<file path="config.mk">
export PLATFORM = sky130hd
export DESIGN_NAME = gpr_bank_pc
export DESIGN_NICKNAME = d
export VERILOG_FILES = /design/src/rtl/regbank_pkg.sv /design/src/rtl/regbank_wr_decode.sv /design/src/rtl/regbank_store.sv /design/src/rtl/regbank_read_mux.sv /design/src/rtl/gpr_bank_pc.sv
export SDC_FILE = /design/constraint.sdc
export NUM_CORES = 1
export LEC_CHECK = 0
export BUFFER_PORTS_ARGS = -buffer_cell sky130_fd_sc_hd__buf_4
export CELL_PAD_IN_SITES_DETAIL_PLACEMENT = 0
export CELL_PAD_IN_SITES_GLOBAL_PLACEMENT = 2
export CORE_MARGIN = 2
export CORE_UTILIZATION = 35
export DETAILED_ROUTE_END_ITERATION = 7
export PLACE_DENSITY = 0.87
export SLEW_MARGIN = 40
export SYNTH_ARGS = -nofsm -noshare
export SYNTH_HDL_FRONTEND = slang
export SYNTH_SLANG_ARGS = --single-unit
export TNS_END_PERCENT = 1
</file>
<file path="constraint.sdc">
create_clock -name clk -period 3 [get_ports clk]
set_clock_uncertainty 0.2 [all_clocks]
set_input_delay 0 -clock clk [delete_from_list [all_inputs] [get_ports clk]]
set_output_delay 0 -clock clk [all_outputs]
set_load 0.05 [all_outputs]
</file>
<file path="src/rtl/regbank_pkg.sv">
package regbank_pkg;

    localparam int unsigned DEF_DATA_W = 32;
    localparam int unsigned DEF_IDX_W  = 4;

    // Kind of update one storage slot performs at the next edge.
    typedef enum logic [1:0] {
        LOAD_KEEP = 2'd0,
        LOAD_WORD = 2'd1,
        LOAD_PC   = 2'd2,
        LOAD_CLR  = 2'd3
    } load_kind_e;

    // Chooses the update of one slot. Reset has priority, then the
    // program-counter reload, then the general write.
    function automatic load_kind_e pick_load(input logic clr,
                                             input logic is_pc,
                                             input logic hit);
        if (clr)
            return LOAD_CLR;
        else if (is_pc)
            return LOAD_PC;
        else if (hit)
            return LOAD_WORD;
        else
            return LOAD_KEEP;
    endfunction

endpackage

</file>
<file path="src/rtl/regbank_wr_decode.sv">
module regbank_wr_decode #(
    parameter int unsigned IDX_W = regbank_pkg::DEF_IDX_W,
    localparam int unsigned NREG = 1 << IDX_W
) (
    input  logic             wr_en,
    input  logic [IDX_W-1:0] wr_idx,
    output logic [NREG-1:0]  hit_o
);

    localparam int unsigned PC_IDX = NREG - 1;

    // One-hot select for the general write. The program-counter slot never
    // takes a general write, so an index of PC_IDX selects nothing.
    for (genvar i = 0; i < NREG; i++) begin : g_hit
        if (i == PC_IDX) begin : g_pc
            assign hit_o[i] = 1'b0;
        end else begin : g_gpr
            assign hit_o[i] = wr_en && (wr_idx == IDX_W'(i));
        end
    end

endmodule

</file>
<file path="src/rtl/regbank_store.sv">
module regbank_store #(
    parameter int unsigned DATA_W = regbank_pkg::DEF_DATA_W,
    parameter int unsigned IDX_W  = regbank_pkg::DEF_IDX_W,
    localparam int unsigned NREG  = 1 << IDX_W
) (
    input  logic                         clk,
    input  logic                         rst,
    input  logic [NREG-1:0]              hit_i,
    input  logic [DATA_W-1:0]            wr_data_i,
    input  logic [DATA_W-1:0]            pc_next_i,
    output logic [NREG-1:0][DATA_W-1:0]  q_o
);

    import regbank_pkg::*;

    localparam int unsigned PC_IDX = NREG - 1;

    for (genvar i = 0; i < NREG; i++) begin : g_slot
        load_kind_e kind;

        always_comb begin
            kind = pick_load(rst, (i == PC_IDX), hit_i[i]);
        end

        always_ff @(posedge clk) begin
            case (kind)
                LOAD_CLR:  q_o[i] <= '0;
                LOAD_PC:   q_o[i] <= pc_next_i;
                LOAD_WORD: q_o[i] <= wr_data_i;
                default:   q_o[i] <= q_o[i];
            endcase
        end

        // reset clears every slot
        p_clear_r1: assert property (@(posedge clk)
            rst |=> (q_o[i] == '0));

        if (i == PC_IDX) begin : g_pc_chk
            // the program counter follows its own input every edge
            p_pc_follow_r4: assert property (@(posedge clk) disable iff (rst)
                1'b1 |=> (q_o[i] == $past(pc_next_i)));
        end else begin : g_gpr_chk
            // a selected slot loads the write data
            p_load_r2: assert property (@(posedge clk) disable iff (rst)
                hit_i[i] |=> (q_o[i] == $past(wr_data_i)));
            // an unselected slot holds
            p_hold_r3: assert property (@(posedge clk) disable iff (rst)
                !hit_i[i] |=> $stable(q_o[i]));
        end
    end

endmodule

</file>
<file path="src/rtl/regbank_read_mux.sv">
module regbank_read_mux #(
    parameter int unsigned DATA_W = regbank_pkg::DEF_DATA_W,
    parameter int unsigned IDX_W  = regbank_pkg::DEF_IDX_W,
    localparam int unsigned NREG  = 1 << IDX_W
) (
    input  logic [NREG-1:0][DATA_W-1:0] regs_i,
    input  logic [IDX_W-1:0]            idx_i,
    output logic [DATA_W-1:0]           data_o
);

    // Plain index select. No bypass path and no offset on the PC slot.
    always_comb begin
        data_o = regs_i[idx_i];
    end

endmodule

</file>
<file path="src/rtl/gpr_bank_pc.sv">
module gpr_bank_pc #(
    parameter int unsigned DATA_W = regbank_pkg::DEF_DATA_W,
    parameter int unsigned IDX_W  = regbank_pkg::DEF_IDX_W,
    localparam int unsigned NREG  = 1 << IDX_W
) (
    input  logic                        clk,
    input  logic                        rst,
    input  logic                        wr_en,
    input  logic [IDX_W-1:0]            wr_idx,
    input  logic [DATA_W-1:0]           wr_data,
    input  logic [DATA_W-1:0]           pc_next,
    input  logic [IDX_W-1:0]            rd_a_idx,
    output logic [DATA_W-1:0]           rd_a_data,
    input  logic [IDX_W-1:0]            rd_b_idx,
    output logic [DATA_W-1:0]           rd_b_data,
    output logic [NREG-1:0][DATA_W-1:0] dbg_regs
);

    localparam int unsigned PC_IDX = NREG - 1;
    localparam int unsigned NPORT  = 2;

    logic [NREG-1:0]             hit;
    logic [NREG-1:0][DATA_W-1:0] regs;
    logic [NPORT-1:0][IDX_W-1:0] port_idx;
    logic [NPORT-1:0][DATA_W-1:0] port_data;

    regbank_wr_decode #(.IDX_W(IDX_W)) u_dec (
        .wr_en  (wr_en),
        .wr_idx (wr_idx),
        .hit_o  (hit)
    );

    regbank_store #(.DATA_W(DATA_W), .IDX_W(IDX_W)) u_store (
        .clk       (clk),
        .rst       (rst),
        .hit_i     (hit),
        .wr_data_i (wr_data),
        .pc_next_i (pc_next),
        .q_o       (regs)
    );

    assign port_idx[0] = rd_a_idx;
    assign port_idx[1] = rd_b_idx;

    for (genvar p = 0; p < NPORT; p++) begin : g_port
        regbank_read_mux #(.DATA_W(DATA_W), .IDX_W(IDX_W)) u_mux (
            .regs_i (regs),
            .idx_i  (port_idx[p]),
            .data_o (port_data[p])
        );
    end

    assign rd_a_data = port_data[0];
    assign rd_b_data = port_data[1];
    assign dbg_regs  = regs;

    // port A agrees with the debug view
    p_port_a_r6: assert property (@(posedge clk) disable iff (rst)
        rd_a_data == dbg_regs[rd_a_idx]);
    // port B agrees with the debug view
    p_port_b_r7: assert property (@(posedge clk) disable iff (rst)
        rd_b_data == dbg_regs[rd_b_idx]);
    // a general write aimed at the PC index loses to pc_next
    p_pc_wins_r5: assert property (@(posedge clk) disable iff (rst)
        (wr_en && wr_idx == IDX_W'(PC_IDX)) |=> (dbg_regs[PC_IDX] == $past(pc_next)));
    // at most one general slot is selected
    p_one_hit_r11: assert property (@(posedge clk) disable iff (rst)
        $onehot0(hit));

endmodule

</file>
==> impl_metrics.tcl, run 1 <==
set metrics [dict create \
    drv_slew 0 \
    cp_max_fo 25 \
    synthDistinctLibCells 28 \
    cp_common_cell "dlygate4sd3_1" \
    die_area_um2 77700 \
    antenna_found_initial 0 \
    synthCells 1696 \
    largest_reg_flops 512 \
    num_rows 100 \
    end_kind "flop" \
    synth-seq-cells 512 \
    synth.top_cells.by_area "edfxtp_1 (55%), mux4_2 (22%), and2_1 (11%), a22oi_1 (3.6%), dfxtp_1 (2.4%)" \
    routedWlPerCell_um 31.2 \
    crit_chain "dlygate4sd3_1, buf_4, or4b_4, dlygate4sd3_1, nor2_4, buf_12, and2_1" \
    rsz0062_at_grt "false" \
    synth_flop_cell "edfxtp_1" \
    syn_area_um2 26400 \
    yosysWarningCount 0 \
    htreeDepth 2 \
    clock-sinks 512 \
    sw_frac_of_total_pct 32.2 \
    synth_edf_count 480 \
    yosys.area.top_type "edfxtp_1" \
    syn_avg_cell_area_um2 15.6 \
    path_buf_inv 4 \
    synth_compound_area_share_pct 4.07 \
    final_cells 3472 \
    clockBufferDepth 3 \
    seq_area_um2 15100 \
    vias 20000 \
    boundaryPins 655 \
    num-nets-final 2535 \
    fillers 6445 \
    p_sw_mw 6.81 \
    drc 0 \
    synth_top_family_by_area "multiplexers" \
    outcome "complete, no violations" \
    drive_gt1_share_pct 45.8 \
    postRouteAntennaNets 0 \
    fmax_mhz 395 \
    tns_ns 0 \
    cts_hold_buf 132 \
    numPortBuffers 654 \
    die_w_um 279 \
    grt-ovfl-total 0 \
    period_minus_slack_ns 2.53 \
    drt_wl_total_um 108000 \
    grt_max_degree 61 \
    path_class "input port to flop" \
    hold_violations 0 \
    crit_slowest_cell "dlygate4sd3_1" \
    p_per_area_nw_per_um2 582 \
    clkPwrFrac_pct 35.2 \
    yosysSeqAreaShare_pct 57.0 \
    fin_hold_ws_ns 0.0604 \
    cts-root-buf "clkbuf_16" \
    cts_resized 0 \
    yosysTopAreaCellShare_pct 54.6 \
    dpl.hpwl_um 76800 \
    via_per_inst 5.76 \
    power_frac_seq_pct 41.3 \
    crit_required_ns 3.27 \
    grtUsageTotal_pct 27.3 \
    multi_input_area_um2 10800 \
    area_growth_pct 37.7 \
    path_clk_slew_ns 0.06 \
    die_h_um 279 \
    place_congestion 0.885 \
    initial_utilization_pct 35.4 \
    fin_crit_sh_pct 84.3 \
    slowest_delay_ns 0.64 \
    internal-power_mw 14.3 \
    firstDrtPassIters 5 \
    most-common-layout-cells "buf_4 (702), edfxtp_1 (480), and2_1 (459)" \
    numCtsBuffers 57 \
    syn_nets 1775 \
    synthAdderAreaFrac_pct 0 \
    regMostFlops "u_store.q_o" \
    relSlewSlack_pct 43.5 \
    n_antenna_cell 0 \
    first_iter_violations 2379 \
    start_kind "input port" \
    synth_mux_area_share_pct 21.8 \
    grt_pass1_wl_um 152000 \
    setup_viol 0 \
    drv_cap 0 \
    p_leak_nw 14.0 \
    cp_top_family "buffers and inverters" \
    core_um2 74600 \
    grt_pass1_vias 20200 \
    reg_top3 "u_store.q_o (512)" \
    synth-xor-area-share_pct 0 \
    post-cts-setup-buffer-count 0 \
    final_common_cell "buf_4" \
    peakVddDrop_v 0.000441 \
    power_frac_comb_pct 23.5 \
    min_path_type "input port to flop" \
    worstPathArrival_ns 2.80 \
    numPlacedInstances 3231 \
    synth-simple-area-share_pct 14.0 \
    worstMarginPinSlew_ns 0.845 \
    ys_async_sr_fraction_pct 0 \
    cts_tree "yes" \
]
## synthesized netlist by cell type (3+ instances only)
master,n
and2_2,21
nor2b_1,36
nand2_1,65
mux4_2,256
and2_1,461
nor2_4,4
nor2_1,14
buf_2,18
dfxtp_1,32
edfxtp_1,480
buf_1,18
o21bai_1,11
a22oi_1,128
clkbuf_1,106
buf_4,14
buf_6,12
a21o_1,3
clkbuf_2,3
## tightest hold or removal path: cells and delay by family
family          cells  cell delay [ns]
simple gates        1             0.28
compound gates      1             0.22
buf+inv             1             0.14
## cell families after synthesis
| group | count (synthesis) |
|---|---|
| AO/OA/AOI/OAI | 143 |
| flip-flops | 512 |
| buffers and inverters | 173 |
| AND/OR/NAND/NOR | 612 |
| multiplexers | 256 |
## power by group through the flow
stage / Clock [mW] / Sequential [mW] / Combinational (mW)
2_1_floorplan: 0 / 10.2 / 1.68
3_3_place_gp: 0 / 8.85 / 4.79
3_5_place_dp: 0 / 8.86 / 4.84
4_1_cts: 7.52 / 8.72 / 4.98
5_1_grt: 7.76 / 8.77 / 5.13
6_report: 7.45 / 8.73 / 4.98
## layout make-up
| type | count | share of cell area [%] |
|---|---|---|
| tap | 969 | 3.33 |
| inverter | 2 | 0.0206 |
| timing repair buffer | 872 | 20.2 |
| sequential | 512 | 41.4 |
| clock inverter | 35 | 1.18 |
| clock buffer | 71 | 4.21 |
| multi-input combinational | 1011 | 29.7 |
## metal layers
metal / track usage, % / part of all wire [%]
met5: 0 / 0
met4: 9.86 / 3.8
met3: 4.52 / 8.8
met2: 46.8 / 50
met1: 35.0 / 37
## per-stage QoR
stage	utilization [%]	area (µm²)	power, mW	worst slack (ns)
global route	48.8	36400	21.7	0.443
CTS	48.7	36300	21.2	0.492
finish	48.8	36400	21.2	0.470
global placement	44.0	32800	13.6	0.675
floorplan	-	26400	11.8	0.346
detailed placement	44.3	33000	13.7	0.803
## path summary, 6_finish.rpt
| check | end | slack, ns | depth (start not counted) | from |
|---|---|---|---|---|
| worst min-delay path | u_store.q_o[414] | 0.06 | 3 | wr_en |
| worst max-delay path | u_store.q_o[29] | 0.47 | 7 | rst |
Note: power is estimated with default switching activity, not from simulation.
==> run 2: changes to the inputs <==
--- a/config.mk
+++ b/config.mk
@@ -9,9 +9,9 @@
 export CELL_PAD_IN_SITES_DETAIL_PLACEMENT = 0
 export CELL_PAD_IN_SITES_GLOBAL_PLACEMENT = 2
 export CORE_MARGIN = 2
-export CORE_UTILIZATION = 35
+export CORE_UTILIZATION = 34
 export DETAILED_ROUTE_END_ITERATION = 7
-export PLACE_DENSITY = 0.87
+export PLACE_DENSITY = 0.88
 export SLEW_MARGIN = 40
 export SYNTH_ARGS = -nofsm -noshare
 export SYNTH_HDL_FRONTEND = slang
==> constraint.sdc (replaced) <==
create_clock -name clk -period 2.2 [get_ports clk]
set_clock_uncertainty 0.2 [all_clocks]
set_input_delay 0 -clock clk [delete_from_list [all_inputs] [get_ports clk]]
set_output_delay 0 -clock clk [all_outputs]
set_load 0.05 [all_outputs]
==> run 2 against run 1 <==
  * The run now ends with negative setup slack left
  * Final cell count up 5.2%
  * Global-route usage down 0.22 points
  * Core utilization up 0.65 points
  * Total power up 41%
  * Largest power group unchanged
  * Setup slack worse by 0.61 ns
  * Hold slack better by 0.046 ns
  * Via count up 3.2%
  * Flip-flop and latch count unchanged
==> impl_metrics.tcl, run 2 (synthesis results as in run 1) <==
set metrics [dict create \
    p_per_area_nw_per_um2 781 \
    crit_chain "mux4_2, a22oi_2, nand2_1, buf_6" \
    numCtsBuffers 57 \
    fmax_mhz 428 \
    cp_max_fo 3 \
    die_w_um 283 \
    drive_gt1_share_pct 51.9 \
    grtUsageTotal_pct 27.1 \
    slowest_delay_ns 0.51 \
    crit_slowest_cell "mux4_2" \
    drv_slew 0 \
    dpl.hpwl_um 76900 \
    num_rows 102 \
    fillers 6629 \
    cts_tree "yes" \
    violations "negative setup slack" \
    postPlaceCellArea_um2 33400 \
    cts-root-buf "clkbuf_16" \
    outcome "complete, but fails checks" \
    core_um2 77200 \
    path_class "flop to output port" \
    period_minus_slack_ns 2.34 \
    setup_viol 58 \
    boundaryPins 655 \
    num-nets-final 2643 \
    dp_slack_ns 0.153 \
    fin_crit_sh_pct 106 \
    largest_reg_flops 512 \
    grt_max_degree 43 \
    routedWlPerCell_um 30.5 \
    most-common-layout-cells "buf_4 (744), edfxtp_1 (480), and2_1 (459)" \
    regMostFlops "u_store.q_o" \
    drv_cap 0 \
    die_h_um 283 \
    final_common_cell "buf_4" \
    end_kind "output port" \
    fin_hold_ws_ns 0.107 \
    design_area_um2 38100 \
    crit_path_start "u_store.q_o[117]" \
    p_leak_nw 14.7 \
    endpoint "rd_a_data[21]" \
    relSlewSlack_pct 48.7 \
    antenna_found_initial 4 \
    peakVddDrop_v 0.000605 \
    clockBufferDepth 3 \
    reg_top3 "u_store.q_o (512)" \
    htreeDepth 2 \
    via_per_inst 5.65 \
    n_antenna_cell 0 \
    start_kind "flop" \
    rsz0062_at_grt "true" \
    vias 20600 \
    fin_ws_ns -0.135 \
    firstDrtPassIters 5 \
    die_area_um2 79900 \
    hold_violations 0 \
    grt_pass1_vias 20800 \
    tns_ns -3.28 \
    worstMarginPinSlew_ns 0.769 \
    clock-sinks 512 \
    min_path_type "input port to flop" \
    first_iter_violations 2501 \
    path_clk_slew_ns 0.06 \
    worstPathArrival_ns 2.14 \
    place_congestion 0.904 \
    postRouteAntennaNets 0 \
    numPortBuffers 654 \
    grt-ovfl-total 0 \
    drt_wl_total_um 111000 \
    initial_utilization_pct 34.2 \
    grt_pass1_wl_um 153000 \
    area_growth_pct 44.4 \
    drc 0 \
    crit_required_ns 2.00 \
    hold_depth 3 \
]
## run 2: changes by cell type in the layout (fill, tap and decap cells not counted), sizes merged
cell / previous run / this run
buf: 740 / 846
inv: 6 / 4
clkinv: 20 / 17
bufinv: 9 / 12
dlygate4sd3: 132 / 134
clkinvlp: 2 / 8
clkbuf: 71 / 69
## run 2: critical path, delay by kind of cell, from the launching register on
kind / cells / cell delay [ns]
compound gates: 1 / 0.26
flops: 1 / 0.43
simple gates: 1 / 0.14
mux: 1 / 0.51
buf+inv: 1 / 0.17
## run 2: area by class of cell
class	count	area [µm²]	area share, %
clock inverters	39	548	1.44
well taps	1040	1300	3.41
clock buffers	69	1520	3.99
inverters	2	7.51	0.0197
repair buffers	980	8450	22.1
multi-input cells	1011	11300	29.5
flip-flops and latches	512	15100	39.5
## run 2: where the power goes
part,switching [mW],leakage [nW],internal [mW]
Clock,4.22,0.979,6.36
Combinational,4.70,8.85,2.64
Sequential,0.616,4.86,11.3
Total,9.54,14.7,20.3
## run 2: timing repair
action                     CTS  global route
setup endpoints to repair   64            65
hold buffers               134             0
hold endpoints to repair   690             0
setup buffers               88             0
resized for setup          138            20
pin swaps                   68            20
## run 2: how the worst min path moves through the flow
| stage | startpoint | end | slack [ns] |
|---|---|---|---|
| after CTS | wr_data[20] | u_store.q_o[308] | 0.07 |
| after global placement | pc_next[12] | u_store.q_o[492] | 0.01 |
| after floorplan | pc_next[0] | u_store.q_o[480] | -0.07 |
| after global routing | wr_data[20] | u_store.q_o[52] | 0.11 |
| after detailed placement | pc_next[8] | u_store.q_o[488] | 0.02 |
| final | wr_data[25] | u_store.q_o[281] | 0.11 |
## run 2: per-stage QoR
stage,cells,util (%),total power [mW]
6_report,3653,49.4,29.8
5_1_grt,3653,49.4,30.5
4_1_cts,3652,49.3,29.8
3_5_place_dp,3322,43.2,18.7
3_3_place_gp,3319,43.1,18.7
2_1_floorplan,1696,-,16.2
## run 2: per-layer routing
layer | global-route usage [%] | wire length [µm]
met5 | 0 | 0
met4 | 11.2 | 4790
met3 | 5.33 | 11000
met2 | 45.5 | 54700
met1 | 34.4 | 40800
